### src/rtl/opsw_pkg.sv
package opsw_pkg;
  localparam int INSTR_W    = 32;
  localparam int DESC_W     = 32;
  localparam int ID_LSB     = 0;
  localparam int ID_W       = 5;
  localparam int SRC2_LSB   = 7;
  localparam int SRC2_W     = 5;
  localparam int SRC1_LSB   = 12;
  localparam int SRC1_W     = 7;
  localparam int DEST_LSB   = 19;
  localparam int DEST_W     = 7;
  localparam int OPC_LSB    = 26;
  localparam int OPC_W      = 6;
  localparam int NCOMP      = 4;
  localparam int SEL_W      = 2;
  localparam int MASK_LSB   = 0;
  localparam int S1_SEL_LSB = 5;   // selector of the last component
  localparam int S2_SEL_LSB = 14;
  localparam int FILE_DEPTH = 16;
  localparam int IDX2_W     = $clog2(FILE_DEPTH);
  localparam int UNI_BASE   = 2 * FILE_DEPTH;
  localparam int NUM_UNI    = (1 << SRC1_W) - UNI_BASE;

  typedef enum logic [1:0] {
    BANK_IN  = 2'd0,
    BANK_TMP = 2'd1,
    BANK_UNI = 2'd2
  } bank_e;
endpackage

### src/rtl/opsw_desc_table.sv
module opsw_desc_table
  import opsw_pkg::*;
#(
  parameter int DEPTH  = 1 << ID_W,
  parameter int DW     = DESC_W,
  parameter int CFG_AW = 4,
  parameter int NALIAS = 8
) (
  input  logic                      clk,
  input  logic                      rst_n,
  input  logic                      cfg_we,
  input  logic [CFG_AW-1:0]         cfg_addr,
  input  logic [DW-1:0]             cfg_wdata,
  input  logic [$clog2(DEPTH)-1:0]  rd_id,
  output logic [DW-1:0]             rd_word
);
  localparam int PW = $clog2(DEPTH + 1);
  localparam int IW = $clog2(DEPTH);

  logic [PW-1:0] ptr_q, ptr_d;
  logic [DW-1:0] mem_q [DEPTH];
  logic          start_hit, data_hit, store_en;

  always_comb begin
    start_hit = cfg_we && (cfg_addr == '0);
    data_hit  = cfg_we && (cfg_addr >= CFG_AW'(1)) && (cfg_addr <= CFG_AW'(NALIAS));
    store_en  = data_hit && (ptr_q < PW'(DEPTH));
    ptr_d     = ptr_q;
    if (start_hit)     ptr_d = '0;
    else if (store_en) ptr_d = ptr_q + PW'(1);
  end

  always_ff @(posedge clk or negedge rst_n) begin
    if (!rst_n) ptr_q <= '0;
    else        ptr_q <= ptr_d;
  end

  always_ff @(posedge clk or negedge rst_n) begin
    if (!rst_n) begin
      for (int e = 0; e < DEPTH; e++) mem_q[e] <= '0;
    end else if (store_en) begin
      mem_q[ptr_q[IW-1:0]] <= cfg_wdata;
    end
  end

  assign rd_word = mem_q[rd_id];

  a_r3_ptr_bound: assert property (@(posedge clk) disable iff (!rst_n)
    ptr_q <= PW'(DEPTH));
  a_r2_ptr_clear: assert property (@(posedge clk) disable iff (!rst_n)
    start_hit |=> (ptr_q == '0));
  a_r2_ptr_step: assert property (@(posedge clk) disable iff (!rst_n)
    (data_hit && ptr_q < PW'(DEPTH)) |=> (ptr_q == $past(ptr_q) + PW'(1)));
  a_r3_ptr_hold_full: assert property (@(posedge clk) disable iff (!rst_n)
    (data_hit && ptr_q == PW'(DEPTH)) |=> (ptr_q == PW'(DEPTH)));
  a_r11_other_addr: assert property (@(posedge clk) disable iff (!rst_n)
    (!start_hit && !data_hit) |=> $stable(ptr_q));
endmodule

### src/rtl/opsw_src_decode.sv
module opsw_src_decode
  import opsw_pkg::*;
(
  input  logic              clk,
  input  logic              rst_n,
  input  logic [SRC1_W-1:0] src1_fld,
  input  logic [SRC2_W-1:0] src2_fld,
  output bank_e             src1_bank,
  output logic [SRC1_W-1:0] src1_idx,
  output bank_e             src2_bank,
  output logic [IDX2_W-1:0] src2_idx
);
  always_comb begin
    if (src1_fld < SRC1_W'(FILE_DEPTH)) begin
      src1_bank = BANK_IN;
      src1_idx  = src1_fld;
    end else if (src1_fld < SRC1_W'(UNI_BASE)) begin
      src1_bank = BANK_TMP;
      src1_idx  = src1_fld - SRC1_W'(FILE_DEPTH);
    end else begin
      src1_bank = BANK_UNI;
      src1_idx  = src1_fld - SRC1_W'(UNI_BASE);
    end
  end

  always_comb begin
    src2_bank = src2_fld[SRC2_W-1] ? BANK_TMP : BANK_IN;
    src2_idx  = src2_fld[IDX2_W-1:0];
  end

  // the narrow source never reaches the uniform file
  a_r5_no_uniform: assert property (@(posedge clk) disable iff (!rst_n)
    src2_bank != BANK_UNI);
  a_r4_uniform_range: assert property (@(posedge clk) disable iff (!rst_n)
    (src1_bank == BANK_UNI) |-> (src1_idx < SRC1_W'(NUM_UNI)));
  a_r4_file_range: assert property (@(posedge clk) disable iff (!rst_n)
    (src1_bank != BANK_UNI) |-> (src1_idx < SRC1_W'(FILE_DEPTH)));
endmodule

### src/rtl/opsw_swizzle.sv
module opsw_swizzle
  import opsw_pkg::*;
#(
  parameter int CW = 24
) (
  input  logic [NCOMP*CW-1:0]    vec_in,
  input  logic [NCOMP*SEL_W-1:0] sel,
  output logic [NCOMP*CW-1:0]    vec_out
);
  for (genvar i = 0; i < NCOMP; i++) begin : g_comp
    logic [SEL_W-1:0] s;
    assign s = sel[i*SEL_W +: SEL_W];
    always_comb vec_out[i*CW +: CW] = vec_in[s*CW +: CW];
  end
endmodule

### src/rtl/opnd_swz_unit.sv
module opnd_swz_unit
  import opsw_pkg::*;
#(
  parameter int CW     = 24,
  parameter int CFG_AW = 4,
  parameter int NALIAS = 8
) (
  input  logic                 clk,
  input  logic                 rst_n,
  input  logic                 cfg_we,
  input  logic [CFG_AW-1:0]    cfg_addr,
  input  logic [DESC_W-1:0]    cfg_wdata,
  input  logic                 instr_valid,
  input  logic [INSTR_W-1:0]   instr,
  output logic [1:0]           src1_bank,
  output logic [SRC1_W-1:0]    src1_idx,
  output logic [1:0]           src2_bank,
  output logic [IDX2_W-1:0]    src2_idx,
  input  logic [NCOMP*CW-1:0]  src1_rdata,
  input  logic [NCOMP*CW-1:0]  src2_rdata,
  output logic                 out_valid,
  output logic [NCOMP*CW-1:0]  op1,
  output logic [NCOMP*CW-1:0]  op2,
  output logic [NCOMP-1:0]     dst_we,
  output logic [DEST_W-1:0]    dst_sel,
  output logic [OPC_W-1:0]     out_opcode
);
  localparam int VW    = NCOMP * CW;
  localparam int DEPTH = 1 << ID_W;

  logic [DESC_W-1:0]      desc;
  logic [NCOMP*SEL_W-1:0] sel1, sel2;
  logic [NCOMP-1:0]       we_d;
  logic [VW-1:0]          sw1, sw2;
  bank_e                  b1, b2;

  opsw_desc_table #(
    .DEPTH (DEPTH), .DW (DESC_W), .CFG_AW (CFG_AW), .NALIAS (NALIAS)
  ) u_table (
    .clk (clk), .rst_n (rst_n), .cfg_we (cfg_we), .cfg_addr (cfg_addr),
    .cfg_wdata (cfg_wdata), .rd_id (instr[ID_LSB +: ID_W]), .rd_word (desc)
  );

  opsw_src_decode u_dec (
    .clk (clk), .rst_n (rst_n),
    .src1_fld (instr[SRC1_LSB +: SRC1_W]), .src2_fld (instr[SRC2_LSB +: SRC2_W]),
    .src1_bank (b1), .src1_idx (src1_idx), .src2_bank (b2), .src2_idx (src2_idx)
  );
  assign src1_bank = b1;
  assign src2_bank = b2;

  // Selector and mask fields are stored last-component first
  for (genvar i = 0; i < NCOMP; i++) begin : g_fields
    assign sel1[i*SEL_W +: SEL_W] = desc[S1_SEL_LSB + SEL_W*(NCOMP-1-i) +: SEL_W];
    assign sel2[i*SEL_W +: SEL_W] = desc[S2_SEL_LSB + SEL_W*(NCOMP-1-i) +: SEL_W];
    assign we_d[i]                = desc[MASK_LSB + NCOMP-1-i];
  end

  opsw_swizzle #(.CW (CW)) u_swz1 (.vec_in (src1_rdata), .sel (sel1), .vec_out (sw1));
  opsw_swizzle #(.CW (CW)) u_swz2 (.vec_in (src2_rdata), .sel (sel2), .vec_out (sw2));

  logic [VW-1:0]     op1_q, op2_q, op1_d, op2_d;
  logic [NCOMP-1:0]  we_q, we_n;
  logic [DEST_W-1:0] dst_q, dst_d;
  logic [OPC_W-1:0]  opc_q, opc_d;
  logic              vld_q;

  always_comb begin
    op1_d = op1_q;
    op2_d = op2_q;
    we_n  = we_q;
    dst_d = dst_q;
    opc_d = opc_q;
    if (instr_valid) begin
      op1_d = sw1;
      op2_d = sw2;
      we_n  = we_d;
      dst_d = instr[DEST_LSB +: DEST_W];
      opc_d = instr[OPC_LSB +: OPC_W];
    end
  end

  always_ff @(posedge clk or negedge rst_n) begin
    if (!rst_n) begin
      vld_q <= 1'b0;
      op1_q <= '0;
      op2_q <= '0;
      we_q  <= '0;
      dst_q <= '0;
      opc_q <= '0;
    end else begin
      vld_q <= instr_valid;
      op1_q <= op1_d;
      op2_q <= op2_d;
      we_q  <= we_n;
      dst_q <= dst_d;
      opc_q <= opc_d;
    end
  end

  assign out_valid  = vld_q;
  assign op1        = op1_q;
  assign op2        = op2_q;
  assign dst_we     = we_q;
  assign dst_sel    = dst_q;
  assign out_opcode = opc_q;

  logic unused_bits;
  assign unused_bits = ^{instr[6:5], desc[31:22], desc[13], desc[4]};

  a_r9_valid_rise: assert property (@(posedge clk) disable iff (!rst_n)
    instr_valid |=> out_valid);
  a_r9_valid_fall: assert property (@(posedge clk) disable iff (!rst_n)
    !instr_valid |=> !out_valid);
  a_r9_hold_idle: assert property (@(posedge clk) disable iff (!rst_n)
    !instr_valid |=> ($stable(op1) && $stable(op2) && $stable(dst_we) && $stable(dst_sel)));
  a_r9_dest_follow: assert property (@(posedge clk) disable iff (!rst_n)
    instr_valid |=> (dst_sel == $past(instr[DEST_LSB +: DEST_W])));
endmodule

### config.mk
export PLATFORM = sky130hd
export DESIGN_NAME = opnd_swz_unit
export DESIGN_NICKNAME = d
export VERILOG_FILES = /design/src/rtl/opsw_pkg.sv /design/src/rtl/opsw_desc_table.sv /design/src/rtl/opsw_src_decode.sv /design/src/rtl/opsw_swizzle.sv /design/src/rtl/opnd_swz_unit.sv
export SDC_FILE = /design/constraint.sdc
export NUM_CORES = 2
export LEC_CHECK = 0
export BUFFER_PORTS_ARGS = -buffer_cell sky130_fd_sc_hd__buf_4
export CELL_PAD_IN_SITES_DETAIL_PLACEMENT = 1
export CELL_PAD_IN_SITES_GLOBAL_PLACEMENT = 1
export CORE_AREA = 2 2 297 328
export CTS_CLUSTER_SIZE = 20
export DETAILED_ROUTE_END_ITERATION = 10
export DIE_AREA = 0 0 299 330
export GPL_ROUTABILITY_DRIVEN = 0
export GPL_TIMING_DRIVEN = 1
export PLACE_DENSITY_LB_ADDON = 0.2
export SYNTH_ARGS = -nofsm -noshare
export SYNTH_HDL_FRONTEND = slang
export SYNTH_SLANG_ARGS = --single-unit
export TNS_END_PERCENT = 100
### constraint.sdc
create_clock -name clk -period 2.61 [get_ports clk]
set_input_delay 0.261 -clock clk [delete_from_list [all_inputs] [get_ports clk]]
set_output_delay 0.261 -clock clk [all_outputs]
set_load 0.01 [all_outputs]
Word-level counts from Yosys, hierarchy flattened
Cells that the tools add are included.
Cells by class
  multipliers: 8
  order comparisons: 8
  bitwise operators: 2
  reductions and logical operators: 7
  mux-type cells: 13
  add/subtract/negate cells: 3
  shifts and indexed selects: 8
Operators by type and width (number)
  bitwise mux 1024 bit: 1
  indexed part select 96 x 8 -> 24 bit: 8
  binary-select mux 32 bit (select 5 bit): 1
  demux 32 bit (select 5 bit): 1
  2-to-1 mux 22 bit: 2
  multiplier 2 x 2 -> 4 bit (second input constant): 8
  2-to-1 mux 32 bit: 1
  2-to-1 mux 7 bit: 2
  greater-or-equal comparator 6 bit (second input constant): 2
  2-to-1 mux 6 bit: 2
  inverter 5 -> 6 bit: 2
  < comparator 7 x 5 -> 1 bit (second input constant): 1
  < comparator 7 x 6 -> 1 bit (second input constant): 1
  subtractor 7 x 5 -> 7 bit (second input constant): 1
  subtractor 7 x 6 -> 7 bit (second input constant): 1
  adder 6 x 1 -> 6 bit (second input constant): 1
  < comparator 6 x 1 -> 1 bit (second input constant): 1
  < comparator 6 bit (second input constant): 1
  logical AND 1 bit: 5
  greater-or-equal comparator 4 x 1 -> 1 bit (second input constant): 1
  <= comparator 4 bit (second input constant): 1
  zero test 4 bit: 1
  2-to-1 mux 2 bit: 2
  nonzero test 2 bit: 1
  2-to-1 mux 1 bit: 1
Storage, ports and cells
  register bits after elaboration: 1240
  output and inout port bits: 225
  bits of input ports: 264
  word-level logic and storage cells: 88

Logic depth before layout (Yosys ltp)
  word-level depth: 6
  gate-level depth with buffers: 11
  depth with buffers taken out: 6

Hierarchy
From an unflattened synthesis, not the netlist that was laid out.
Unflattened totals
  cells, all modules: 4193
  area total of the unflattened synthesis: 61660.4 um2
Modules (own cells, without submodules)
  opsw_desc_table: cells each 3482, times used 1, seq. area each 25774.7 um2, area an instance 48283.8 um2
  opnd_swz_unit: cells each 442, times used 1, seq. area each 5255.0 um2, area an instance 8214.1 um2
  opsw_swizzle: cells each 120, times used 2, seq. area each 0.0 um2, area an instance 2482.4 um2
  opsw_src_decode: cells each 29, times used 1, seq. area each 0.0 um2, area an instance 197.7 um2

Worst setup path after synthesis
Ideal clock, no wire load.
  path type: input port to flip-flop
  from: in instr[1]
  to: reg we_q[0], in the netlist dst_we[0]
  required time: 2.472 ns
  path buffers: 4
  cell stages on the path: 8
  path slack: 0.284 ns
  setup time: 0.138 ns
  data arrival time: 2.188 ns
  cell sequence: buf_2 buf_2 buf_2 buf_1 mux4_2 mux4_2 mux2i_1 a21oi_1
Between the ends
  cells in the longest elaborated chain, start to end: 4
RTL lines
  start, declared: RTL line opnd_swz_unit.sv:14  | input logic [INSTR_W-1:0] instr,
  inverter 5 -> 6 bit (not written as such): RTL line opsw_desc_table.sv:46  | assign rd_word = mem_q[rd_id];
  binary-select mux 32 bit (select 5 bit): RTL line opsw_desc_table.sv:46
  2-to-1 mux 22 bit (not written as such) (2 in series): RTL line opsw_desc_table.sv:46
  end signal, assigned: RTL line opnd_swz_unit.sv:95  | we_q <= we_n;
  end, declared: RTL line opnd_swz_unit.sv:63  | logic [NCOMP-1:0] we_q, we_n;
No other way between the ends. The select of a mux whose other input is x is not followed.
A chain may end at the register's enable or synchronous reset.

Final worst setup path
  from: reg u_table.mem_q[265] in the netlist's numbering
  to: reg op1_q[43], in the netlist op1[43]
Between the ends
  cells in the longest elaborated chain, start to end: 5
RTL lines
  start, declared: RTL line opsw_desc_table.sv:21  | logic [DW-1:0] mem_q [DEPTH];
  start signal, assigned by index: RTL line opsw_desc_table.sv:42  | mem_q[ptr_q[IW-1:0]] <= cfg_wdata;
  binary-select mux 32 bit (select 5 bit): RTL line opsw_desc_table.sv:46
  2-to-1 mux 22 bit (not written as such) (2 in series): RTL line opsw_desc_table.sv:46
  multiplier 2 x 2 -> 4 bit: RTL line opsw_swizzle.sv:13  | always_comb vec_out[i*CW +: CW] = vec_in[s*CW +: CW];
  indexed part select 96 x 8 -> 24 bit: RTL line opsw_swizzle.sv:13
  end signal, assigned: RTL line opnd_swz_unit.sv:93  | op1_q <= op1_d;
  end, declared: RTL line opnd_swz_unit.sv:62  | logic [VW-1:0] op1_q, op2_q, op1_d, op2_d;
No other way between the ends. The select of a mux whose other input is x is not followed.

==> results.toml <==
[route]
drc = 0
drt_wl_total_mm = 150
routedWlPerCell_um = 29.2
drtIter0Drc = 1983
firstDrtPassIters = 5
viasPerCell = 5.96
vias = 30600
ant_nets = 0

[timing]
slew_violations = 0
setup_violations = 0
period_share = 0.965
rsz0062_at_grt = "true"
tightest_slew_ns = 0.975
max_freq_ghz = 0.397
skew_ns = 0.0476
whs_ns = 0.0856
fin_crit_ns = 2.52
max-slew-margin-rel = 0.348
hold_viol_final = 0

[cts]
cts.path.max_buffers = 3
cts.clk_slew.worst_paths_ns = 0.06
cts.sinks = 856
cts_tree = "built"
h-tree-depth = 3
cts-buffers-inserted = 93
clkLatencyLatePin_ns = 0.68
cts_root_buffer = "clkbuf_16"

[logic_synthesis]
yosysWarnings = 0
syn_inst = 3107
yosys.cell_count.top_type = "dfrtp_1"
synth_edf_count = 0
synthesis.nets = 3375
netlist_area_sq_um = 42700
synth_top_cell_by_area = "dfrtp_1"
ys_top_cells_by_count = "856 x dfrtp_1, 653 x mux2_2, 533 x mux2i_1"
yosysSeqAreaShare = 0.502
ys_ff_latch = 856
synth-async-reset-ratio = 1.00
syn_avg_cell_area_sq_um = 13.7
synth_area_leaders = "dfrtp_1 50%, mux2_2 17%, mux2i_1 13%"
ys_types = 41
synth_top_area_frac = 0.502
ys.flop_type = "dfrtp_1"

[place]
port_buffers = 455
dpl_cell_area_sq_um = 48800
dp_hpwl_mm = 96.5

[global_routing]
track_usage = 0.302
antenna_found_initial = 13
grt_max_degree = 89
overflow = 0
grt_pass1_wl_mm = 226
grt_pass1_vias = 34400

[pwr]
vdd_drop_max_mv = 0.576
power.total_mw = 44.6
combPwrFrac = 0.278
power.internal_mw = 30.9
p_seq_frac = 0.416
switching_share = 0.306
power.switching_mw = 13.7
clkPwrFrac = 0.306
p_leak_nw = 25.8
p_per_area_nw_per_um2 = 819

[worst_setup_path]
path_max_fanout = 11
worstSetupPathType = "reg2reg"
crit_required_ns = 3.16
arrival_ns = 3.07
start_kind = "flip-flop"
cp-end-kind = "flip-flop"

[die]
rows = 119
die_w_um = 299
dieArea_sq_um = 98700
coreArea_sq_um = 95300
io-pin-count = 489
initial_utilization = 0.448
fp.dieH_um = 330

[cells_and_area]
layout.nets = 4057
final_core_util = 0.571
area_growth_pct = 27.5
drive_gt1_frac = 0.441
fin_area_sq_um = 54400
fill_cells = 9166

[worst_hold_path]
hold_class = "in2reg"

[flow_run]
drv_cap = 0

[run_status]
outcome = "finished clean"
## through the flow
| step | setup TNS, ns | instances | setup slack [ns] |
|---|---|---|---|
| 2_1_floorplan | 0 | 3107 | 0.284 |
| 3_3_place_gp | -86.34 | 4733 | -0.565 |
| 3_5_place_dp | -48.39 | 4733 | -0.433 |
| 4_1_cts | 0 | 5120 | 0.0333 |
| 5_1_grt | -0.00468 | 5142 | -0.00468 |
| 6_report | 0 | 5144 | 0.0915 |
## logic make-up after synthesis
kind of cell / synth area share
AND/OR/NAND/NOR: 0.0346
flip-flops: 0.502
adder cells (fa/ha/maj): 0.00117
multiplexers: 0.352
other: 0.0000879
XOR/XNOR: 0.000821
AO/OA/AOI/OAI: 0.0680
buffers and inverters: 0.0412
## area by class of cell
type | count | area (sq um) | area share
sequential | 856 | 21400 | 0.394
multi-input combinational | 1945 | 19600 | 0.361
timing repair buffer | 888 | 8560 | 0.157
clock buffer | 132 | 2670 | 0.0491
tap | 1270 | 1590 | 0.0292
clock inverter | 39 | 490 | 0.00901
inverter | 5 | 23.8 | 0.000437
antenna | 9 | 22.5 | 0.000414
## power groups by stage
stage / Combinational (mW) / Sequential, mW / Clock [mW]
final: 12.4 / 18.5 / 13.7
after global routing: 13.1 / 18.9 / 14.4
after CTS: 12.2 / 18.4 / 13.9
after detailed placement: 11.9 / 18.6 / 0
after global placement: 11.3 / 18.3 / 0
after floorplan: 7.01 / 18.2 / 0
## worst max-delay path: stages (launching register included)
cell and delay (ns):
dfrtp_1 0.38, mux2i_1 0.29, a22oi_1 0.15, a21oi_1 0.43, nor4_4 0.11, buf_12 0.18, mux2i_1 0.15, o221ai_1 0.13
dlygate4sd3_1 0.56
## final timing paths
check	start	slack, ns	cells after the start	to
worst min-delay path	cfg_addr[3]	0.09	3	u_table.ptr_q[1]
worst max register to register	u_table.mem_q[265]	0.09	8	op1[43]
min in group asynchronous	rst_n	0.13	2	op1[33]
worst min register to register	op1[75]	0.50	2	op1[75]
worst max-delay path	u_table.mem_q[265]	0.09	8	op1[43]
max in group asynchronous	rst_n	1.47	4	op2[45]
## flip-flops by register name (all words and copies together), names as in the netlist
register       count
dst_we             4
out_valid          1
u_table.mem_q    640
op1               96
op2               96
u_table.ptr_q      6
out_opcode         6
dst_sel            7
## repair_timing
item	4_1_cts	5_1_grt
hold buffers	216	0
hold endpoints to repair	265	0
setup endpoints to repair	0	6
setup buffers	0	13
gates resized for setup	0	10
## per-layer routing
| metal | vias to the layer above | track usage | part of all wire |
|---|---|---|---|
| li1 | 12900 | - | - |
| met5 | - | 0 | 0.00041 |
| met4 | 8 | 0.129 | 0.043 |
| met1 | 16300 | 0.379 | 0.40 |
| met3 | 317 | 0.0505 | 0.056 |
| met2 | 1092 | 0.515 | 0.50 |
## cell usage in the layout, fill, tap and decap left out, drive strengths merged, types with 2 or more instances in the layout
cell	Yosys	final
ha	4	4
nand3	9	9
clkbuf	117	134
buf	184	670
inv	4	7
clkinv	1	26
a22oi	64	64
or2	5	5
dfrtp	856	856
nand2	249	249
and2	4	4
a32oi	16	16
diode	0	9
dlygate4sd3	0	216
a21oi	37	37
mux2	653	653
mux2i	533	533
clkinvlp	0	4
nor2	46	46
nor4	8	8
o221ai	192	192
nor2b	5	5
xor2	3	3
mux4	104	104
bufinv	0	7
nand2b	2	2
(Power assumes the default switching activity.)
